`config.mk`:
```
export PLATFORM = sky130hd
export DESIGN_NAME = cycle_timer
export DESIGN_NICKNAME = d
export VERILOG_FILES = /design/src/rtl/cyc_timer_pkg.sv /design/src/rtl/cyc_timer_dp.sv /design/src/rtl/cyc_timer_ctrl.sv /design/src/rtl/cycle_timer.sv
export SDC_FILE = /design/constraint.sdc
export NUM_CORES = 1
export LEC_CHECK = 0
export ABC_AREA = 1
export ABC_CLOCK_PERIOD_IN_PS = 2200
export BUFFER_PORTS_ARGS = -buffer_cell sky130_fd_sc_hd__buf_4
export CAP_MARGIN = 30
export CORE_ASPECT_RATIO = 2
export CORE_UTILIZATION = 54
export DETAILED_ROUTE_END_ITERATION = 16
export HOLD_SLACK_MARGIN = 0.15
export PLACE_DENSITY = 0.81
export SLEW_MARGIN = 5
export SYNTH_ARGS = -nofsm -noshare
export SYNTH_HDL_FRONTEND = slang
export SYNTH_SLANG_ARGS = --single-unit
```
`constraint.sdc`:
```
create_clock -name clk -period 2.2 [get_ports clk]
set_input_delay 0.33 -clock clk [delete_from_list [all_inputs] [get_ports clk]]
set_output_delay 0.33 -clock clk [all_outputs]
set_load 0.01 [all_outputs]
```
`src/rtl/cyc_timer_pkg.sv`:
```
package cyc_timer_pkg;

  localparam logic SEL_COUNT   = 1'b0;
  localparam logic SEL_COMPARE = 1'b1;

  typedef struct packed {
    logic loadCount;
    logic clearCount;
    logic loadCompare;
  } timerStrobes_t;

endpackage

```
`src/rtl/cyc_timer_dp.sv`:
```
module cyc_timer_dp
  import cyc_timer_pkg::*;
#(
  parameter int WIDTH = 32
) (
  input  logic               clk,
  input  logic               rstN,
  input  timerStrobes_t      strb,
  input  logic [WIDTH-1:0]   wrData,
  input  logic               regSel,
  output logic               matchNow,
  output logic [WIDTH-1:0]   compareVal,
  output logic [WIDTH-1:0]   rdData
);

  localparam logic [WIDTH-1:0] ZERO = '0;
  localparam logic [WIDTH-1:0] ONE  = WIDTH'(1);

  logic [WIDTH-1:0] countQ;
  logic [WIDTH-1:0] compareQ;

  // Counter: a software load beats a match clear, which beats the increment
  always_ff @(posedge clk) begin
    if (!rstN)                countQ <= ZERO;
    else if (strb.loadCount)  countQ <= wrData;
    else if (strb.clearCount) countQ <= ZERO;
    else                      countQ <= countQ + ONE;
  end

  always_ff @(posedge clk) begin
    if (!rstN)                 compareQ <= ZERO;
    else if (strb.loadCompare) compareQ <= wrData;
  end

  // A compare value of zero switches matching off
  assign matchNow   = (compareQ != ZERO) && (countQ == compareQ);
  assign compareVal = compareQ;
  assign rdData     = (regSel == SEL_COMPARE) ? compareQ : countQ;

  assert_count_step_R1: assert property (@(posedge clk) disable iff (!rstN)
    (!strb.loadCount && !strb.clearCount) |=> countQ == WIDTH'($past(countQ) + ONE));

  assert_count_load_R4: assert property (@(posedge clk) disable iff (!rstN)
    strb.loadCount |=> countQ == $past(wrData));

  assert_compare_hold_R5: assert property (@(posedge clk) disable iff (!rstN)
    !strb.loadCompare |=> $stable(compareQ));

endmodule

```
`src/rtl/cyc_timer_ctrl.sv`:
```
module cyc_timer_ctrl
  import cyc_timer_pkg::*;
(
  input  logic          clk,
  input  logic          rstN,
  input  logic          wrEn,
  input  logic          regSel,
  input  logic          autoClearEn,
  input  logic          matchNow,
  output timerStrobes_t strb,
  output logic          irqPending
);

  logic pendingQ;
  logic countWrite;
  logic compareWrite;

  assign countWrite   = wrEn && (regSel == SEL_COUNT);
  assign compareWrite = wrEn && (regSel == SEL_COMPARE);

  always_comb begin
    strb             = '0;
    strb.loadCount   = countWrite;
    strb.clearCount  = matchNow && autoClearEn && !countWrite;
    strb.loadCompare = compareWrite;
  end

  // A COMPARE write clears the request and outranks a match in the same cycle
  always_ff @(posedge clk) begin
    if (!rstN)             pendingQ <= 1'b0;
    else if (compareWrite) pendingQ <= 1'b0;
    else if (matchNow)     pendingQ <= 1'b1;
  end

  assign irqPending = pendingQ;

  assert_clear_on_write_R5: assert property (@(posedge clk) disable iff (!rstN)
    compareWrite |=> !pendingQ);

  assert_set_on_match_R6: assert property (@(posedge clk) disable iff (!rstN)
    (matchNow && !compareWrite) |=> pendingQ);

  assert_sticky_R9: assert property (@(posedge clk) disable iff (!rstN)
    (pendingQ && !compareWrite) |=> pendingQ);

  assert_strobes_exclusive_R4: assert property (@(posedge clk) disable iff (!rstN)
    $onehot0({strb.loadCount, strb.clearCount}));

endmodule

```
`src/rtl/cycle_timer.sv`:
```
module cycle_timer
  import cyc_timer_pkg::*;
#(
  parameter int WIDTH = 32
) (
  input  logic             clk,
  input  logic             rstN,
  input  logic             regSel,
  input  logic             wrEn,
  input  logic [WIDTH-1:0] wrData,
  input  logic             autoClearEn,
  output logic [WIDTH-1:0] rdData,
  output logic             irqPending
);

  timerStrobes_t    strb;
  logic             matchNow;
  logic [WIDTH-1:0] compareVal;

  cyc_timer_ctrl uCtrl (
    .clk         (clk),
    .rstN        (rstN),
    .wrEn        (wrEn),
    .regSel      (regSel),
    .autoClearEn (autoClearEn),
    .matchNow    (matchNow),
    .strb        (strb),
    .irqPending  (irqPending)
  );

  cyc_timer_dp #(.WIDTH(WIDTH)) uDp (
    .clk        (clk),
    .rstN       (rstN),
    .strb       (strb),
    .wrData     (wrData),
    .regSel     (regSel),
    .matchNow   (matchNow),
    .compareVal (compareVal),
    .rdData     (rdData)
  );

  assert_zero_disables_R8: assert property (@(posedge clk) disable iff (!rstN)
    $rose(irqPending) |-> $past(compareVal) != '0);

  assert_auto_clear_R7: assert property (@(posedge clk) disable iff (!rstN)
    (matchNow && autoClearEn && !(wrEn && regSel == SEL_COUNT))
      |=> (regSel != SEL_COUNT) || (rdData == '0));

endmodule

```
# Yosys cells after proc, flatten, opt, wreduce, memory -nomap -nowiden
# Index checks and enable logic that the tools add are counted.
word_totals:
  ff_bits: 65
  input_bits: 37
  out_inout_bits: 33
  word_cells: 18
classes:
  addsub: 1
  eq_ne: 1
  mux: 3
  n_bitwise: 2
  reduce_logical: 8
op_table:
  columns: ["op", "count"]
  rows:
  - ["two-way mux 32 bit", 3]
  - ["adder 32 x 1 -> 32 bit (second input constant)", 1]
  - ["== test 32 bit", 1]
  - ["nonzero test 32 bit", 1]
  - ["logical AND 1 bit", 5]
  - ["NOT 1 bit", 2]
  - ["OR reduction 2 bit", 1]
  - ["zero test 1 bit", 1]

# Depth between registers and ports, before layout
# Gate-level depths: netlist (run 1).
logic_depth:
  word_depth: 6
  ltp_mapped: 12
  depth_no_buf: 11

# By module
# Synthesis (run 1) repeated with hierarchy kept, for this count alone.
unflattened:
  cells_unflattened: 631
  area_unflattened_um2: 3975.1
modules_own_cells:
  columns: ["mod", "n_inst", "cells_each", "area_each_um2", "seq_area_each_um2"]
  rows:
  - ["cyc_timer_dp", 1, 619, 3901.2, 1281.2]
  - ["cyc_timer_ctrl", 1, 12, 73.8, 20.0]

# Worst setup path after synthesis (run 1)
# Ideal clock, no wire load.
synth_path:
  path_kind: "register to register"
  start: "register uDp.countQ[1]"
  end: "register uDp.countQ[30]"
  setup_time_ns: 0.134
  arrival_time_ns: 1.357
  t_required_ns: 2.066
  path_slack_ns: 0.709
  stages_incl_launch_ff: 10
  synth_period_minus_slack_ns: 1.491
  path_cell_list: "dfxtp_1 -> ha_1 -> nand2_2 -> inv_1 -> nand3_2 -> nor2_2 -> nand2_1 -> xor2_1 -> nand3_1 -> a21oi_1"
synth_between:
  elab_chain_len: 6
  elab_cells_between_ends: 7
  cone_classes: "1 x add/sub; 1 x eq/ne; 2 x mux; 3 x reduce/logical"
synth_lines:
  columns: ["item", "line_no", "rtl"]
  rows:
  - ["from (decl)", "cyc_timer_dp.sv:19", "logic [WIDTH-1:0] countQ;"]
  - ["from (signal assigned)", "cyc_timer_dp.sv:25", "else if (strb.loadCount) countQ <= wrData;"]
  - ["from (signal assigned)", "cyc_timer_dp.sv:27", "else countQ <= countQ + ONE;"]
  - ["parallel branches: the longest is 4 deep, another holds adder 32 x 1 -> 32 bit", null, null]
  - ["two-way mux 32 bit *", "cyc_timer_dp.sv:26", "else if (strb.clearCount) countQ <= ZERO;"]
  - ["two-way mux 32 bit *", "cyc_timer_dp.sv:25", null]
# Mark *: on every way between the ends.
# A chain may end at the register's enable or synchronous reset.

# Worst setup path after layout (run 1)
layout_path:
  start: "register uDp.countQ[1]"
  end: "register uDp.countQ[10]"
# The elaborated chain is that of the path after synthesis.

==> summary.md, run 1 <==
| Metric | Value |
|---|---|
| Mapped Cells | `683` |
| Max Root-Sink Buffers | `2` |
| Largest family of logic cells by synthesized area | `simple AND/OR/NAND/NOR gates` |
| DR DRC count | `0` |
| Max IR drop VDD | `0.000575 V` |
| WP data required | `2.41 ns` |
| # Post-CTS Setup Buffers | `0` |
| Worst reg2reg path startpoint | `uDp.countQ[1]` |
| Net count after synthesis | `721` |
| R2R depth | `9` |
| Tcrit/Tclk final | `86.5%` |
| IO Port Bufs | `69` |
| Hold Startpoint | `wrData[22]` |
| # H-tree levels | `3` |
| Layout cells sized above 1 | `17.5%` |
| Final setup viols | `0` |
| Post-layout instance area | `0.00511 mm^2` |
| Post-synthesis register bit count | `65` |
| Post-DP Area | `0.00482 mm^2` |
| Reg clk slew, reported paths | `0.05 ns` |
| PD cells | `650 mW/mm^2` |
| ANT nets after route | `0` |
| Diodes inserted | `0` |
| Slew Viols, Final | `0` |
| Worst-path maximum fanout | `4` |
| Total power | `3.32 mW` |
| Final hold viol count | `0` |
| Skew final | `0.00408 ns` |
| Setup TNS | `0 ns` |
| P_leak | `2.20 nW` |
| Crit. End Element | `flip-flop` |
| EDFF count, synth | `0` |
| Predominant post-synthesis flop cell | `dfxtp_1` |
| Adder-Cell Fraction of Synth Area | `0.295%` |
| Yosys warns | `0` |
| Gr usage total | `31.5%` |
| Via count | `4,564` |
| CP peak stage delay | `0.42 ns` |
| Place WS | `0.370 ns` |
| Area delta synth->final | `20.4%` |
| Crit Path Class | `reg2reg` |
| # hold bufs at CTS | `0` |
| WP data arrival | `2.11 ns` |
| Routability cong. | `0.996` |
| Crit path buffers/inverters | `2` |
| Post-synthesis simple-gate area fraction | `37.9%` |
| Worst slew pin tran | `0.478 ns` |
| First-pass GRT wire length | `19.9 mm` |
| Worst Hold Class | `in2reg` |
| Nets | `782` |
| Max-cap violation count | `0` |
| Die width | `64.7 um` |
| RSZ-0062 raised after global routing | `no` |
| Root Buffer | `clkbuf_16` |
| Rel. slew slack | `68.0%` |
| R2r endpoint | `uDp.countQ[10]` |
| Worst path slowest cell | `dfxtp_1` |
| Hpwl dp | `9.53 mm` |
| Hold EP | `uDp.countQ[22]` |
| Netlist cell types | `28` |
| Setup ws final | `0.296 ns` |
| Hold path depth | `3` |
| Initial core utilization | `55.9%` |
| CTS resizes | `0` |
| FMAX | `525 MHz` |
| Worst-Skew Late Latency | `0.33 ns` |
| Vias in the first global route | `4,357` |
| Syn Area/Cell | `6.22 um^2` |
| Die ar. | `0.00825 mm^2` |
| Final Critical Period | `1.90 ns` |
| Drt total wl | `12.5 mm` |
| Async set-reset flop share out of synthesis | `0%` |
| CTS tree | `built` |
| Largest net degree at the start of global routing | `39` |
| Sequential area share after synthesis | `30.6%` |
| DRT iter0 DRCs | `249` |
| Hold Worst Slack | `0.266 ns` |
| Num CTS Buffers | `9` |
| Initial antenna violation count | `0` |
| Boundary pin count | `70` |
| Mux contribution to synthesized area | `0%` |
| Global route total overflow | `0` |
| Xor and xnor area share after synthesis | `5.57%` |
| Post-Synthesis Cell Area | `0.00425 mm^2` |
| Kind of cell adding the most delay to the critical path | `simple AND/OR/NAND/NOR gates` |
| Crit path cell chain | `ha_1, nand2_2, inv_1, nand3_2, nor2_1, xor2_1, inv_1, nand3_2, a21oi_1` |
| Site Rows | `45` |
| R2r setup slk | `0.30 ns` |
| Via density | `5.42` |
| First drt pass iteration count | `5` |
| Startpoint types | `flip-flop` |
| Commonest cells after routing, fill and taps aside | `nand2_1 (207), inv_1 (81), buf_4 (78), o21ai_0 (65), dfxtp_1 (65)` |
| Height of the die | `127 um` |
| Post-synthesis compound-gate area fraction | `14.8%` |
| Most common cell after layout, fill and taps aside | `nand2_1` |
| Core box area | `0.00760 mm^2` |
| Status | `finished, final reports clean` |
| DR WL/cell | `14.9 um` |
| Clock sink count | `65` |
## worst max-delay path by stage
stage,startpoint,to,slack (ns),cells past startpoint
3_5_place_dp,uDp.countQ[27],uDp.countQ[30],0.37,12
4_1_cts,uDp.countQ[27],uDp.countQ[0],0.34,12
6_report,uDp.countQ[1],uDp.countQ[10],0.30,9
5_1_grt,uDp.countQ[27],uDp.countQ[0],0.14,12
2_1_floorplan,uDp.countQ[1],uDp.countQ[30],0.71,9
3_3_place_gp,uDp.countQ[18],uDp.countQ[30],0.41,12
## cells by family (layout without fill, tap and decap cells)
logic type,Yosys count,in the layout
flops,65,65
simple gates,352,352
fa+ha+maj,1,1
compound gates,123,123
buf+inv,115,180
xor+xnor,27,27
## metal layers
layer  GRT usage, %  wire (um)  vias to the layer above
met5              0          0                        -
met4           20.7        650                        0
met3           5.98        452                       51
met2           59.4       7030                      138
met1           29.4       4390                     2087
li1               -          -                     2288
## stage by stage
stage,cells,utilization [%]
final,842,67.3
after global routing,842,67.3
after CTS,842,67.3
after detailed placement,827,63.4
after global placement,827,63.4
after floorplan,683,-
## cells in the mapped netlist, drive strengths merged, types with 8 or more instances
| cell type | count | share of area (%) |
|---|---|---|
| nor3 | 14 | 2.0 |
| xnor2 | 8 | 1.6 |
| nand2 | 208 | 18 |
| o21ai | 65 | 7.7 |
| nand3 | 48 | 8.4 |
| xor2 | 19 | 3.9 |
| dfxtp | 65 | 31 |
| nor2 | 67 | 6.6 |
| buf | 8 | 1.4 |
| a21oi | 58 | 7.1 |
| inv | 85 | 7.5 |
| clkbuf | 20 | 1.8 |
| nand4 | 13 | 1.9 |
## sequential cells by signal (all words and copies together), names as in the netlist
signal            cells
uDp.countQ           32
uCtrl.irqPending      1
uDp.compareVal       32
## cell type report
| type | instances | area, um^2 |
|---|---|---|
| multi-input combinational | 503 | 2480 |
| clock inverter | 3 | 40.0 |
| inverter | 87 | 327 |
| timing repair buffer | 78 | 586 |
| tap | 94 | 118 |
| clock buffer | 12 | 256 |
| sequential | 65 | 1300 |
| fill | 733 | 2490 |
## tightest hold or removal path: stages
cell,delay (ns)
buf_4,0.11
nand2_1,0.05
a21oi_1,0.05
## report_power, final
| group | total, mW | switching (mW) | internal, mW | leakage [nW] |
|---|---|---|---|---|
| Combinational | 0.572 | 0.339 | 0.233 | 1.51 |
| Sequential | 1.32 | 0.0693 | 1.25 | 0.534 |
| Clock | 1.43 | 0.503 | 0.928 | 0.148 |
Power figures use the tool's default switching activity.
==> inputs of run 2 (changes only) <==
--- a/config.mk
+++ b/config.mk
@@ -10,10 +10,10 @@
 export BUFFER_PORTS_ARGS = -buffer_cell sky130_fd_sc_hd__buf_4
 export CAP_MARGIN = 30
 export CORE_ASPECT_RATIO = 2
-export CORE_UTILIZATION = 54
+export CORE_UTILIZATION = 26
 export DETAILED_ROUTE_END_ITERATION = 16
 export HOLD_SLACK_MARGIN = 0.15
-export PLACE_DENSITY = 0.81
+export PLACE_DENSITY = 0.47
 export SLEW_MARGIN = 5
 export SYNTH_ARGS = -nofsm -noshare
 export SYNTH_HDL_FRONTEND = slang
==> run 2 against run 1 <==
Via count decreased by 3.3%. Utilization decreased by 34 points. Sequential share of layout area decreased by 0.78 points. Clock skew increased by 0.0025 ns. Highest routed layer unchanged. Critical endpoint is now uDp.countQ[31]. Register-to-register slack about the same.
==> summary.md, run 2 (same netlist as run 1, synthesis figures left out) <==
| Metric | Value |
|---|---|
| Last element of the critical path | `uDp.countQ[31]` |
| Rel. slew slack | `66.4%` |
| CTS resizes | `0` |
| Area of the multi-input gates | `0.00248 mm^2` |
| Worst path slowest cell | `dfxtp_1` |
| P_leak | `2.22 nW` |
| Drt total wl | `14.9 mm` |
| DR DRC count | `0` |
| Post-DP Area | `0.00500 mm^2` |
| Crit path cell chain | `nand2_1, nor2_1, nand2_1, nor3_2, nand2_1, nand2_1, nand2_1, inv_1, nand3_1, a21oi_1` |
| # hold bufs at CTS | `0` |
| Crit Path Class | `reg2reg` |
| WL met2 | `8.66 mm` |
| Most common cell after layout, fill and taps aside | `nand2_1` |
| DR WL/cell | `15.6 um` |
| RSZ-0062 raised after global routing | `no` |
| Die ar. | `0.0169 mm^2` |
| Final Critical Period | `1.91 ns` |
| Status | `finished, final reports clean` |
| Startpoint types | `flip-flop` |
| Root Buffer | `clkbuf_16` |
| CP peak stage delay | `0.47 ns` |
| Hpwl dp | `11.8 mm` |
| Boundary pin count | `70` |
| Reg area | `0.00130 mm^2` |
| Num CTS Buffers | `9` |
| Met1 WL | `5.37 mm` |
| Slew Viols, Final | `0` |
| Reg clk slew, reported paths | `0.06 ns` |
| # H-tree levels | `3` |
| Via count | `4,413` |
| Routability cong. | `0.909` |
| Post-layout instance area | `0.00528 mm^2` |
| Diodes inserted | `0` |
| WP data arrival | `2.17 ns` |
| Initial core utilization | `26.8%` |
| Setup crit start | `uDp.countQ[14]` |
| Via density | `4.62` |
| PD cells | `618 mW/mm^2` |
| Fillers | `1,763` |
| Max Root-Sink Buffers | `2` |
| Skew final | `0.00654 ns` |
| Final hold viol count | `0` |
| Worst-Skew Late Latency | `0.34 ns` |
| Global route total overflow | `0` |
| R2R depth | `10` |
| Largest net degree at the start of global routing | `34` |
| Die width | `92.4 um` |
| IO Port Bufs | `69` |
| Core box area | `0.0159 mm^2` |
| R2r setup slk | `0.29 ns` |
| Max layer used | `met4` |
| Site Rows | `65` |
| Worst reg2reg path startpoint | `uDp.countQ[14]` |
| First drt pass iteration count | `4` |
| CTS tree | `built` |
| Setup TNS | `0 ns` |
| Worst slew pin tran | `0.501 ns` |
| FMAX | `524 MHz` |
| Final setup viols | `0` |
| Nets | `787` |
| Area delta synth->final | `24.2%` |
| Max IR drop VDD | `0.000343 V` |
| Crit. End Element | `flip-flop` |
| Max-cap violation count | `0` |
| DRT iter0 DRCs | `162` |
| # Post-CTS Setup Buffers | `0` |
| Clock sink count | `65` |
| Gr usage total | `18.2%` |
| Height of the die | `183 um` |
| Tcrit/Tclk final | `86.7%` |
| Vias in the first global route | `4,455` |
| Layout cells sized above 1 | `18.0%` |
| WP data required | `2.46 ns` |
| Commonest cells after routing, fill and taps aside | `nand2_1 (207), buf_4 (82), inv_1 (81), o21ai_0 (65), dfxtp_1 (65)` |
| Met3 wire len | `384 um` |
| Worst-path maximum fanout | `5` |
| ANT nets after route | `0` |
| Initial antenna violation count | `0` |
| R2r endpoint | `uDp.countQ[31]` |
| CP most frequent cell | `nand2_1` |
| First-pass GRT wire length | `23.2 mm` |
| Worst Hold Class | `in2reg` |
run 2: worst max-delay path, delay by kind of cell, from the launching register on:
family                 cells  cell delay [ns]
and+or+nand+nor            8             1.18
DFF                        1             0.47
buffers and inverters      1             0.05
AOI/OAI and AO/OA          1             0.15
run 2: cell type report:
type                    count  area share, %
multi-input cells         503           47.1
flip-flops and latches     65           24.7
repair buffers             83           12.0
inverters                  87           6.19
clock buffers              13           4.93
well taps                 201           4.77
clock inverters             3          0.285
run 2: per-stage QoR:
stage	hold WS, ns	instances	power, mW	worst slack, ns	util [%]
after floorplan	0.464	683	1.68	0.709	-
after global placement	0.489	939	1.94	0.345	31.5
after detailed placement	0.497	939	1.94	0.321	31.5
after CTS	0.258	955	3.29	0.297	33.3
after global routing	0.263	955	3.42	0.115	33.3
final	0.263	955	3.26	0.292	33.3
run 2: routing by layer:
| metal | GRT usage, % | up-vias |
|---|---|---|
| li1 | - | 2301 |
| met1 | 17.1 | 2000 |
| met2 | 37.3 | 88 |
| met3 | 2.86 | 24 |
| met4 | 7.63 | 0 |
| met5 | 0 | - |
run 2: worst min path at each step:
stage | to | start | cells after the start | slack [ns]
floorplan | uDp.compareVal[14] | uDp.compareVal[14] | 2 | 0.46
global placement | uDp.compareVal[14] | uDp.compareVal[14] | 2 | 0.49
detailed placement | uDp.compareVal[14] | uDp.compareVal[14] | 2 | 0.50
CTS | uDp.countQ[24] | wrData[24] | 3 | 0.26
global route | uDp.countQ[23] | wrData[23] | 3 | 0.26
finish | uDp.countQ[24] | wrData[24] | 3 | 0.26
run 2: power by group:
part / switching, mW / total, mW / leakage (nW) / internal (mW)
sequential: 0.0708 / 1.32 / 0.534 / 1.25
combinational: 0.350 / 0.588 / 1.54 / 0.238
clock: 0.537 / 1.36 / 0.139 / 0.819
